**src/rtl/crsr_pkg.sv**
```systemverilog
package crsr_pkg;
   typedef enum logic [1:0] {
      CM_STEADY     = 2'b00,
      CM_OFF        = 2'b01,
      CM_BLINK_FAST = 2'b10,
      CM_BLINK_SLOW = 2'b11
   } crsr_mode_e;
endpackage

```
**src/rtl/crsr_blink_gen.sv**
```systemverilog
module crsr_blink_gen
   import crsr_pkg::*;
#(
   parameter int CNT_W = 5
) (
   input  logic       clk,
   input  logic       rst_n,
   input  logic       field_pulse,
   input  crsr_mode_e mode,
   output logic       visible
);
   localparam int FAST_BIT = CNT_W - 2;
   localparam int SLOW_BIT = CNT_W - 1;

   initial begin
      if (CNT_W < 2) $error("crsr_blink_gen: CNT_W must be at least 2");
   end

   logic [CNT_W-1:0] field_cnt;

   always_ff @(posedge clk) begin
      if (!rst_n)           field_cnt <= '0;
      else if (field_pulse) field_cnt <= field_cnt + 1'b1;
   end

   always_comb begin
      unique case (mode)
         CM_STEADY:     visible = 1'b1;
         CM_OFF:        visible = 1'b0;
         CM_BLINK_FAST: visible = ~field_cnt[FAST_BIT];
         default:       visible = ~field_cnt[SLOW_BIT];
      endcase
   end

   // the counter leaves reset at zero
   assert_cnt_reset_R1: assert property (@(posedge clk)
      $fell(rst_n) |=> field_cnt == '0);
endmodule

```
**src/rtl/crsr_hit_detect.sv**
```systemverilog
module crsr_hit_detect #(
   parameter int ADDR_W = 14,
   parameter int ROW_W  = 5
) (
   input  logic [ADDR_W-1:0] refr_addr,
   input  logic [ADDR_W-1:0] cur_addr,
   input  logic [ROW_W-1:0]  scan_row,
   input  logic [ROW_W-1:0]  first_row,
   input  logic [ROW_W-1:0]  last_row,
   input  logic              disp_en,
   output logic              hit
);
   logic addr_eq, above_first, below_last;

   always_comb begin
      addr_eq     = (refr_addr == cur_addr);
      above_first = (scan_row >= first_row);
      below_last  = (scan_row <= last_row);
      hit         = disp_en & addr_eq & above_first & below_last;
   end
endmodule

```
**src/rtl/pen_capture.sv**
```systemverilog
module pen_capture #(
   parameter int ADDR_W      = 14,
   parameter int SYNC_STAGES = 2
) (
   input  logic              clk,
   input  logic              rst_n,
   input  logic              strobe,
   input  logic [ADDR_W-1:0] refr_addr,
   output logic [ADDR_W-1:0] pen_addr
);
   initial begin
      if (SYNC_STAGES < 2) $error("pen_capture: SYNC_STAGES must be at least 2");
   end

   logic [SYNC_STAGES-1:0] sync_q;
   logic                   prev_q;
   logic                   rise;

   always_ff @(posedge clk) begin
      if (!rst_n) begin
         sync_q <= '0;
         prev_q <= 1'b0;
      end else begin
         sync_q <= {sync_q[SYNC_STAGES-2:0], strobe};
         prev_q <= sync_q[SYNC_STAGES-1];
      end
   end

   assign rise = sync_q[SYNC_STAGES-1] & ~prev_q;

   always_ff @(posedge clk) begin
      if (!rst_n)    pen_addr <= '0;
      else if (rise) pen_addr <= refr_addr;
   end

   // any change of the capture holds the address of that edge
   assert_pen_src_R9: assert property (@(posedge clk) disable iff (!rst_n)
      !$stable(pen_addr) |-> pen_addr == $past(refr_addr));
   // a held strobe never captures twice in a row
   assert_pen_once_R9: assert property (@(posedge clk) disable iff (!rst_n)
      !$stable(pen_addr) |=> $stable(pen_addr));
endmodule

```
**src/rtl/crsr_lpen_unit.sv**
```systemverilog
module crsr_lpen_unit
   import crsr_pkg::*;
#(
   parameter int ADDR_W      = 14,
   parameter int ROW_W       = 5,
   parameter int FIELD_CNT_W = 5,
   parameter int SYNC_STAGES = 2,
   parameter bit REG_OUT     = 1'b1,
   localparam int CFG_W      = ROW_W + 2
) (
   input  logic              clk,
   input  logic              rst_n,
   input  logic [ADDR_W-1:0] refr_addr,
   input  logic [ROW_W-1:0]  scan_row,
   input  logic              disp_en,
   input  logic              field_pulse,
   input  logic [CFG_W-1:0]  cur_start_cfg,
   input  logic [ROW_W-1:0]  cur_end_row,
   input  logic [ADDR_W-1:0] cur_addr,
   input  logic              pen_strobe,
   output logic              cursor_out,
   output logic [ADDR_W-1:0] pen_addr
);
   initial begin
      if (ADDR_W < 1) $error("crsr_lpen_unit: ADDR_W must be positive");
      if (ROW_W < 1)  $error("crsr_lpen_unit: ROW_W must be positive");
   end

   crsr_mode_e       mode;
   logic [ROW_W-1:0] first_row;
   logic             hit, visible, cur_next;

   assign mode      = crsr_mode_e'(cur_start_cfg[CFG_W-1:ROW_W]);
   assign first_row = cur_start_cfg[ROW_W-1:0];

   crsr_hit_detect #(.ADDR_W(ADDR_W), .ROW_W(ROW_W)) u_hit (
      .refr_addr (refr_addr),
      .cur_addr  (cur_addr),
      .scan_row  (scan_row),
      .first_row (first_row),
      .last_row  (cur_end_row),
      .disp_en   (disp_en),
      .hit       (hit)
   );

   crsr_blink_gen #(.CNT_W(FIELD_CNT_W)) u_blink (
      .clk         (clk),
      .rst_n       (rst_n),
      .field_pulse (field_pulse),
      .mode        (mode),
      .visible     (visible)
   );

   assign cur_next = hit & visible;

   generate
      if (REG_OUT) begin : g_reg_out
         always_ff @(posedge clk) begin
            if (!rst_n) cursor_out <= 1'b0;
            else        cursor_out <= cur_next;
         end

         // no cursor without display enable in the previous cycle
         assert_cursor_de_R4: assert property (@(posedge clk) disable iff (!rst_n)
            cursor_out |-> $past(disp_en));
         // cursor only on the programmed address
         assert_cursor_addr_R3: assert property (@(posedge clk) disable iff (!rst_n)
            cursor_out |-> $past(refr_addr) == $past(cur_addr));
         // cursor only inside the scan-line band
         assert_cursor_band_R5: assert property (@(posedge clk) disable iff (!rst_n)
            cursor_out |-> ($past(scan_row) >= $past(cur_start_cfg[ROW_W-1:0]))
                        && ($past(scan_row) <= $past(cur_end_row)));
         // off mode never shows the cursor
         assert_cursor_off_R6: assert property (@(posedge clk) disable iff (!rst_n)
            cursor_out |-> $past(cur_start_cfg[CFG_W-1:ROW_W]) != 2'b01);
      end else begin : g_comb_out
         assign cursor_out = cur_next;
      end
   endgenerate

   pen_capture #(.ADDR_W(ADDR_W), .SYNC_STAGES(SYNC_STAGES)) u_pen (
      .clk       (clk),
      .rst_n     (rst_n),
      .strobe    (pen_strobe),
      .refr_addr (refr_addr),
      .pen_addr  (pen_addr)
   );
endmodule

```
**config.mk**
```make
export PLATFORM = sky130hd
export DESIGN_NAME = crsr_lpen_unit
export DESIGN_NICKNAME = d
export VERILOG_FILES = /design/src/rtl/crsr_pkg.sv /design/src/rtl/crsr_blink_gen.sv /design/src/rtl/crsr_hit_detect.sv /design/src/rtl/pen_capture.sv /design/src/rtl/crsr_lpen_unit.sv
export SDC_FILE = /design/constraint.sdc
export NUM_CORES = 1
export LEC_CHECK = 0
export BUFFER_PORTS_ARGS = -buffer_cell sky130_fd_sc_hd__buf_2
export CORE_MARGIN = 4
export CORE_UTILIZATION = 35
export CTS_CLUSTER_DIAMETER = 30
export CTS_CLUSTER_SIZE = 24
export DETAILED_ROUTE_END_ITERATION = 6
export GPL_TIMING_DRIVEN = 0
export PLACE_DENSITY = 0.61
export SYNTH_ARGS = -nofsm -noshare
export SYNTH_HDL_FRONTEND = slang
export SYNTH_HIERARCHICAL = 1
export SYNTH_SLANG_ARGS = --single-unit
```
**constraint.sdc**
```tcl
create_clock -name clk -period 2.7 [get_ports clk]
set_clock_uncertainty 0.05 [all_clocks]
set_input_delay 0.54 -clock clk [delete_from_list [all_inputs] [get_ports clk]]
set_output_delay 0.54 -clock clk [all_outputs]
set_load 0.005 [all_outputs]
```
==> metrics.cfg, run 1 <==
[timing]
final.setup.tns_ns = 0
worstMarginPinSlew_ns = 0.2482
min_period_ns = 1.645
finalSetupViolations = 0
slew_viol_final = 0
holdWs_ns = 0.3932
fin_crit_sh_pct = 60.93
rsz0062_at_grt = false
slew_headroom_pct = 83.32
hold_violations = 0
fmax_mhz = 607.8

[drt]
wl_per_cell_um = 11.69
wl_met1_um = 1469
routed_wl_um = 3085
ant_nets = 0
wl_met3_um = 287
drt_first_iter_violations = 16
dr_wl_met2_um = 1300
firstDrtPassIters = 4
viasPerCell = 4.481
dr_total_vias = 1183
drcViolationCount = 0
routed.top_layer = met4

[setup_path]
end_kind = register
required_ns = 2.87
cp.arrival_ns = 1.81
path_class = input port to register
worstPathMaxFanout = 3
start_kind = input port

[global_routing]
gr-total-overflow = 0
antenna_found_initial = 0
first_global_vias = 1205
grt_util_all_layers_pct = 13.18
grt_pass1_wl_um = 5271
grt_max_degree = 15

[die]
fp-row-count = 22
die_h_um = 69.76
ioPinCount = 65
core_area_mm2 = 0.003661
die_w_um = 69.76
dieArea_mm2 = 0.004866
start_util_pct = 36.47

[final_layout]
layout.nets = 278
drive_gt1_share_pct = 35.19
final_cell_mix = 66 x buf_2, 32 x nand2_1, 23 x dfxtp_1
layout_commonest_cell = buf_2
n_fill_cell = 381
stdcell_count = 264
num_antenna_cells = 0
syn_to_final_growth_pct = 31.77
seqCellArea_um2 = 460.4
multiInputGateArea_um2 = 772.0

[logic_synthesis]
synth.avg_cell_area_um2 = 8.960
syn_area_mm2 = 0.001335
yosys_warnings = 6
synthCells = 149
ys_seq_area_share_pct = 34.49
yosysUniqueCellTypes = 26
synth_nets = 210
synth_seq_cells = 23

[placed_design]
portBuffers = 63
placed_cells = 260
place_congestion = 0.7683
hpwl_um = 2533

[min_path]
min_path_type = register to register

[clock_tree]
clk_pin_slew_ns = 0.09
cts_buffers = 3
cts_setup_buffers = 0
cts.hold.buffers_added = 0
clockRootBuffer = clkbuf_8
clk_latency_ns = 0.26
htreeDepth = 1
clock-sinks = 23
cts_tree = yes
clockBufferDepth = 2
cts_resized = 0

[run]
drv_cap = 0

[power]
cellLeakagePower_nw = 0.8802
peakVddDrop_mv = 0.1762
p_per_area_mw_per_mm2 = 410.7

[outcome]
outcome = complete, no violations

-- registers in the layout (all words and copies together) (netlist names) --
name / count
u_pen/pen_addr: 14
u_blink/field_cnt: 5
u_pen/sync_q: 2
cursor_out: 1
u_pen/prev_q: 1
-- per-stage QoR --
stage	cell area, um^2	total power [mW]	setup WS [ns]	utilization, %
final	1759	0.7226	1.055	48.05
after global routing	1759	0.7696	0.9503	48.05
after CTS	1759	0.7341	1.049	48.05
after detailed placement	1710	0.5138	0.7776	46.72
after global placement	1710	0.5121	0.7852	46.72
after floorplan	1335	0.4470	1.013	-
-- kinds of logic (layout without fill, tap and decap cells) --
group | after synthesis | in the layout | share of synthesized area (%)
buffers and inverters | 18 | 85 | 7.684
XOR/XNOR | 15 | 15 | 9.841
flip-flops | 23 | 23 | 34.49
AND/OR/NAND/NOR | 54 | 54 | 19.40
AO/OA/AOI/OAI | 11 | 11 | 5.529
multiplexers | 17 | 17 | 12.75
adder cells (fa/ha/maj) | 11 | 11 | 10.31
-- layer usage --
layer	up-vias	track usage, %
met5	-	0
met2	52	21.72
met1	504	15.91
met3	2	4.493
li1	625	-
met4	0	4.468
-- layout make-up --
class / instances / area share (%)
Inverter: 12 / 2.560
Buffer: 6 / 3.272
Clock buffer: 3 / 2.347
Multi-Input combinational cell: 108 / 43.88
Timing Repair Buffer: 63 / 17.92
Clock inverter: 1 / 0.4267
Tap cell: 48 / 3.414
Sequential cell: 23 / 26.17
-- worst paths after layout --
path | start | end | slack, ns | cells after the start
setup reg to reg | u_pen/sync_q[1] | u_pen/pen_addr[10] | 1.62 | 4
hold / removal | u_pen/sync_q[0] | u_pen/sync_q[1] | 0.39 | 1
setup / recovery | scan_row[3] | cursor_out | 1.05 | 7
hold reg to reg | u_pen/sync_q[0] | u_pen/sync_q[1] | 0.39 | 1
-- worst max-delay path: stages --
cell and delay (ns):
buf_2 0.11, ha_1 0.32, a21oi_1 0.15, nand2_1 0.07, a211oi_1 0.25, o221a_1 0.23, and3_1 0.14
-- cell usage after synthesis --
cell type	number	area [um^2]
a21bo_1	1	10.01
ha_1	11	137.6
nor4_2	1	12.51
a21boi_0	1	7.510
and2_2	1	7.510
nand4_1	6	37.54
a21oi_1	3	15.01
mux2i_1	17	170.2
o221a_1	1	11.26
nand3b_1	1	7.510
a211oi_1	1	7.510
and3_1	1	6.260
nand2_1	32	120.1
nor2_1	5	18.77
buf_2	3	15.01
a21o_1	1	7.510
nor2b_4	1	13.76
xnor2_1	15	131.4
dfxtp_1	23	460.4
buf_6	2	22.52
o21ai_0	3	15.01
buf_12	1	20.02
inv_1	12	45.04
nand3_1	2	10.01
nand2b_1	2	12.51
and2_1	2	12.51
-- report_power, final --
group          switching (mW)  total (mW)  leakage, nW  internal, mW
logic                  0.0685       0.147        0.671        0.0781
clock network           0.114       0.218       0.0217         0.104
registers             0.00684       0.358        0.187         0.351
total                   0.189       0.723        0.880         0.534
(Power assumes the default switching activity.)
==> run 2: changes to the inputs <==
Settings changed: PLACE_DENSITY 0.61 to 0.63.
Clock period 2.7 ns to 1.5 ns, I/O delays scaled along.
==> metrics.cfg, run 2 (synthesis gave the netlist of run 1 again) <==
[power]
peakVddDrop_mv = 0.3838  ; was 0.1762 mV
pwr-share-comb_pct = 20.2  ; was 20.3%
p_switching_mw = 0.3454  ; was 0.1890 mW
switching_share_pct = 26.40  ; was 26.15%
cellInternalPower_mw = 0.9627  ; was 0.5336 mW
p_per_area_mw_per_mm2 = 741.5  ; was 410.7 mW/mm^2
power_frac_seq_pct = 49.3  ; was 49.6%
cellLeakagePower_nw = 0.8813  ; was 0.8802 nW
power_frac_clock_pct = 30.5  ; was 30.2%

[final_layout]
drive_gt1_share_pct = 35.65  ; was 35.19%
reg.largest.list = u_pen/pen_addr: 14 flops, u_blink/field_cnt: 5 flops, u_pen/sync_q: 2 flops  ; unchanged
regMostFlops = u_pen/pen_addr  ; unchanged
largest_reg_flops = 14  ; unchanged
syn_to_final_growth_pct = 32.15  ; was 31.77%
layout.nets = 278  ; unchanged
num_antenna_cells = 0  ; unchanged
fin_util_pct = 48.19  ; was 48.05%
layout_commonest_cell = buf_2  ; unchanged
stdcell_count = 264  ; unchanged
final_cell_mix = 66 x buf_2, 32 x nand2_1, 23 x dfxtp_1  ; unchanged
n_fill_cell = 376  ; was 381

[global_routing]
grt_util_all_layers_pct = 13.14  ; was 13.18%
grt_max_degree = 15  ; unchanged
grt_pass1_wl_um = 5285  ; was 5271 um
gr-total-overflow = 0  ; unchanged
first_global_vias = 1214  ; was 1205
antenna_found_initial = 0  ; unchanged

[die]
core_area_mm2 = 0.003661  ; unchanged
fp-row-count = 22  ; unchanged
dieArea_mm2 = 0.004866  ; unchanged
ioPinCount = 65  ; unchanged
die_h_um = 69.76  ; unchanged
die_w_um = 69.76  ; unchanged
start_util_pct = 36.47  ; unchanged

[drt]
drcViolationCount = 0  ; unchanged
viasPerCell = 4.527  ; was 4.481
dr_total_vias = 1195  ; was 1183
wl_per_cell_um = 11.43  ; was 11.69 um
firstDrtPassIters = 4  ; unchanged
ant_nets = 0  ; unchanged
drt_first_iter_violations = 49  ; was 16
routed_wl_um = 3017  ; was 3085 um

[clock_tree]
cts_setup_buffers = 0  ; unchanged
clock-sinks = 23  ; unchanged
clockBufferDepth = 2  ; unchanged
htreeDepth = 1  ; unchanged
cts_buffers = 3  ; unchanged
clockRootBuffer = clkbuf_8  ; unchanged
clk_latency_ns = 0.27  ; was 0.26 ns
cts_tree = yes  ; unchanged
clk_pin_slew_ns = 0.09  ; about the same

[setup_path]
end_kind = register  ; unchanged
cp.arrival_ns = 1.54  ; was 1.81 ns
start_kind = input port  ; unchanged
path_class = input port to register  ; unchanged
worstPathMaxFanout = 3  ; unchanged
required_ns = 1.67  ; was 2.87 ns

[placed_design]
hpwl_um = 2463  ; was 2533 um
place_ws_ns = -0.1745  ; was 0.7776 ns
portBuffers = 63  ; unchanged
place_congestion = 0.8376  ; was 0.7683
placed_cells = 260  ; unchanged

[timing]
fin_crit_sh_pct = 91.05
hold_violations = 0  ; unchanged
finalSetupViolations = 0  ; unchanged
final.setup.worst_slack_ns = 0.1342  ; was 1.055 ns
slew_headroom_pct = 80.46  ; was 83.32%
slew_viol_final = 0  ; unchanged
holdWs_ns = 0.1945  ; was 0.3932 ns
worstMarginPinSlew_ns = 0.2907  ; was 0.2482 ns
fmax_mhz = 732.2
min_period_ns = 1.366
rsz0062_at_grt = false  ; unchanged

[outcome]
outcome = complete, no violations  ; unchanged

[min_path]
min_path_type = input port to register  ; was register to register

[run]
drv_cap = 0  ; unchanged

[run 2: cell counts in the layout (fill, tap and decap cells not counted)]
No cell type changed its count.
[run 2: path summary, 6_finish.rpt]
kind	slack (ns)	startpoint	end	cells past startpoint
hold reg to reg	0.40	u_pen/sync_q[0]	u_pen/sync_q[1]	1
setup / recovery	0.13	scan_row[3]	cursor_out	7
setup reg to reg	0.42	u_pen/sync_q[1]	u_pen/pen_addr[3]	4
hold / removal	0.19	pen_strobe	u_pen/sync_q[0]	2
[run 2: critical path, cell delays in order]
cell and delay [ns]:
buf_2 0.11, ha_1 0.32, a21oi_1 0.17, nand2_1 0.09, a211oi_2 0.20, o221a_1 0.20
and3_1 0.14
[run 2: layout make-up]
cell class                      instances  area (um^2)  area share, %
Buffer                                  6        57.56          3.262
Sequential cell                        23        460.4          26.10
Inverter                               12        45.04          2.553
Tap cell                               48        60.06          3.404
Timing Repair Buffer                   63        315.3          17.87
Multi-Input combinational cell        108        777.0          44.04
Clock buffer                            3        41.29          2.340
Clock inverter                          1        7.507         0.4255
[run 2: metal layers]
metal	GRT usage, %	part of all wire, %	vias to the layer above
li1	-	-	625
met1	16.51	46	516
met2	19.73	42	50
met3	5.217	10	4
met4	5.745	1.9	0
met5	0	0	-
[run 2: per-stage QoR]
stage / TNS, ns / total power, mW / instance area, um^2
floorplan: 0 / 0.8046 / 1335
global placement: -0.1672 / 0.9202 / 1710
detailed placement: -0.1745 / 0.9241 / 1710
CTS: 0 / 1.325 / 1759
global route: 0 / 1.386 / 1764
finish: 0 / 1.308 / 1764
[run 2: timing repair]
| item | 4_1_cts | 5_1_grt |
|---|---|---|
| setup endpoints to repair | 0 | 1 |
| resized for setup | 0 | 1 |
| hold buffers | 0 | 0 |
[run 2: power groups by stage]
stage               clock (mW)  sequential (mW)  combinational (mW)
global placement             0            0.659               0.262
detailed placement           0            0.659               0.265
finish                   0.398            0.645               0.265
floorplan                    0            0.659               0.146
CTS                      0.414            0.645               0.266
global route             0.435            0.648               0.303
==> run 3: changes to the inputs <==
Settings changed: ABC_AREA set to 1, PLACE_DENSITY 0.63 to 0.61.
==> metrics.cfg, run 3 <==
[clock_tree]
clock-sinks = 23  ; unchanged
htreeDepth = 1  ; unchanged
cts_setup_buffers = 0  ; unchanged
cts_resized = 0  ; unchanged
clockBufferDepth = 2  ; unchanged
clk_pin_slew_ns = 0.09  ; about the same
clockRootBuffer = clkbuf_8  ; unchanged
cts_buffers = 3  ; unchanged
clk_latency_ns = 0.27  ; about the same
cts_tree = yes  ; unchanged
cts.hold.buffers_added = 0  ; unchanged

[logic_synthesis]
synth-main-ff-cell = dfxtp_1  ; unchanged
synthCells = 257  ; was 149
syn_area_mm2 = 0.001524  ; was 0.001335 mm^2
synth.top_cells.by_count = 73 x nand2_1, 60 x inv_1, 44 x nor2_1  ; was 32 x nand2_1, 23 x dfxtp_1, 17 x mux2i_1
yosysTopAreaCellShare_pct = 30.21  ; was 34.49%
synthArstFlopShare_pct = 0  ; unchanged
synth_area_leader_cell = dfxtp_1  ; unchanged
synth.avg_cell_area_um2 = 5.930  ; was 8.960 um^2
synth_seq_cells = 23  ; unchanged
ys_seq_area_share_pct = 30.21  ; was 34.49%
synth.most_common_cell = nand2_1  ; unchanged
synth_nets = 318  ; was 210
yosys_warnings = 6  ; unchanged
yosys-top-cells-area = dfxtp_1 30%, nand2_1 18%, inv_1 15%, nor2_1 11%, ha_1 9.0%  ; was dfxtp_1 34%, mux2i_1 13%, ha_1 10%, xnor2_1 9.8%, nand2_1 9.0%
yosysUniqueCellTypes = 22  ; was 26
synth-edff-count = 0  ; unchanged

[die]
core_area_mm2 = 0.004115  ; was 0.003661 mm^2
fp-row-count = 23  ; was 22
ioPinCount = 65  ; unchanged
start_util_pct = 37.03  ; was 36.47%
die_h_um = 73.99  ; was 69.76 um
die_w_um = 73.99  ; was 69.76 um
dieArea_mm2 = 0.005474  ; was 0.004866 mm^2

[global_routing]
grt_pass1_wl_um = 5940  ; was 5285 um
gr-total-overflow = 0  ; unchanged
antenna_found_initial = 0  ; unchanged
first_global_vias = 1490  ; was 1214
grt_util_all_layers_pct = 13.71  ; was 13.14%
grt_max_degree = 15  ; unchanged

[final_layout]
syn_to_final_growth_pct = 28.33  ; was 32.15%
drive_gt1_share_pct = 24.92  ; was 35.65%
num_antenna_cells = 0  ; unchanged
stdcell_count = 375  ; was 264
n_fill_cell = 448  ; was 376
largest_reg_flops = 14  ; unchanged
layout.nets = 387  ; was 278
fin_area_mm2 = 0.001956  ; was 0.001764 mm^2
regMostFlops = u_pen/pen_addr  ; unchanged
final_cell_mix = 73 x nand2_1, 68 x buf_2, 60 x inv_1  ; was 66 x buf_2, 32 x nand2_1, 23 x dfxtp_1
reg.largest.list = u_pen/pen_addr: 14 flops, u_blink/field_cnt: 5 flops, u_pen/sync_q: 2 flops  ; unchanged
layout_commonest_cell = nand2_1  ; was buf_2

[placed_design]
place_ws_ns = -0.02120  ; was -0.1745 ns
portBuffers = 64  ; was 63
place_area_mm2 = 0.001907  ; was 0.001710 mm^2
place_congestion = 0.7618  ; was 0.8376
placed_cells = 371  ; was 260
hpwl_um = 2924  ; was 2463 um

[timing]
min_period_ns = 1.239  ; was 1.366 ns
fmax_mhz = 807.0  ; was 732.2 MHz
rsz0062_at_grt = false  ; unchanged
fin_crit_sh_pct = 82.61  ; was 91.05%
worstMarginPinSlew_ns = 0.1892  ; was 0.2907 ns
slew_headroom_pct = 87.30  ; was 80.46%
finalSetupViolations = 0  ; unchanged
hold_violations = 0  ; unchanged
slew_viol_final = 0  ; unchanged
final.setup.worst_slack_ns = 0.2608  ; was 0.1342 ns

[drt]
viasPerCell = 4.173  ; was 4.527
wl_per_cell_um = 9.440  ; was 11.43 um
dr_total_vias = 1565  ; was 1195
ant_nets = 0  ; unchanged
drt_first_iter_violations = 24  ; was 49
firstDrtPassIters = 4  ; unchanged
drcViolationCount = 0  ; unchanged
routed_wl_um = 3540  ; was 3017 um

[power]
cellLeakagePower_nw = 1.243  ; was 0.8813 nW
p_per_area_mw_per_mm2 = 689.9  ; was 741.5 mW/mm^2
peakVddDrop_mv = 0.4919  ; was 0.3838 mV
p_total_mw = 1.349  ; was 1.308 mW

[outcome]
outcome = complete, no violations  ; unchanged

[setup_path]
rrSetupSlack_ns = 0.41  ; was 0.42 ns
path_class = input port to register  ; unchanged
start_kind = input port  ; unchanged
end_kind = register  ; unchanged
worstPathMaxFanout = 3  ; unchanged
required_ns = 1.66  ; was 1.67 ns
cp.arrival_ns = 1.39  ; was 1.54 ns

[run]
drv_cap = 0  ; unchanged

[min_path]
min_path_type = input port to register  ; unchanged

-- run 3: cell types whose count changed after synthesis, sizes merged, moves of 2 or more --
cell,previous run,this run
nand4,6,1
nand2,32,75
and2,3,0
nand3,2,18
mux2i,17,0
nor2,5,48
xnor2,15,1
nand2b,2,0
a21oi,3,5
inv,12,61
-- run 3: cells by family after synthesis --
kind of cell | after synthesis | synth area share [%]
compound gates | 12 | 4.351
xor+xnor | 1 | 0.5748
fa+ha+maj | 11 | 9.031
buf+inv | 67 | 17.57
flops | 23 | 30.21
simple gates | 143 | 38.26
-- run 3: per-layer routing --
metal	track usage, %	part of all wire [%]	vias to the layer above
li1	-	-	890
met3	5.405	11	2
met5	0	0	-
met4	3.018	0.42	0
met2	23.43	44	51
met1	16.23	45	622
-- run 3: final timing paths --
| check | from | end | depth (start not counted) |
|---|---|---|---|
| worst min register to register | u_pen/sync_q[0] | u_pen/sync_q[1] | 2 |
| worst max register to register | u_pen/prev_q | u_pen/pen_addr[7] | 5 |
| worst max-delay path | scan_row[2] | cursor_out | 10 |
| worst min-delay path | pen_strobe | u_pen/sync_q[0] | 3 |
-- run 3: area by class of cell --
| cell class | count | area, um^2 | share of cell area (%) |
|---|---|---|---|
| buffer | 6 | 38.79 | 1.983 |
| clock buffer | 3 | 41.29 | 2.111 |
| clock inverter | 1 | 7.507 | 0.3839 |
| inverter | 61 | 229.0 | 11.71 |
| multi-input combinational | 167 | 795.8 | 40.69 |
| sequential | 23 | 460.4 | 23.54 |
| tap | 50 | 62.56 | 3.199 |
| timing repair buffer | 64 | 320.3 | 16.38 |
-- run 3: worst max-delay path, cell delays in order --
cell     delay, ns
buf_2         0.11
ha_1          0.31
nand2_1       0.07
inv_1         0.04
o21ai_1       0.10
nand2_1       0.06
o21a_1        0.16
nor2_1        0.10
nand2_1       0.07
nor2_2        0.07
-- run 3: where the power goes --
group          switching (mW)  leakage, nW  internal, mW
clock                   0.201       0.0217         0.188
combinational           0.163         1.03         0.145
sequential             0.0146        0.188         0.639
total                   0.378         1.24         0.971
-- run 3: through the flow --
stage	setup TNS, ns	utilization (%)	hold WS [ns]
5_1_grt	0	47.52	0.1701
4_1_cts	0	47.52	0.1495
3_3_place_gp	-0.03156	46.34	0.3437
2_1_floorplan	0	-	0.3394
3_5_place_dp	-0.02120	46.34	0.3468
6_report	0	47.52	0.1568
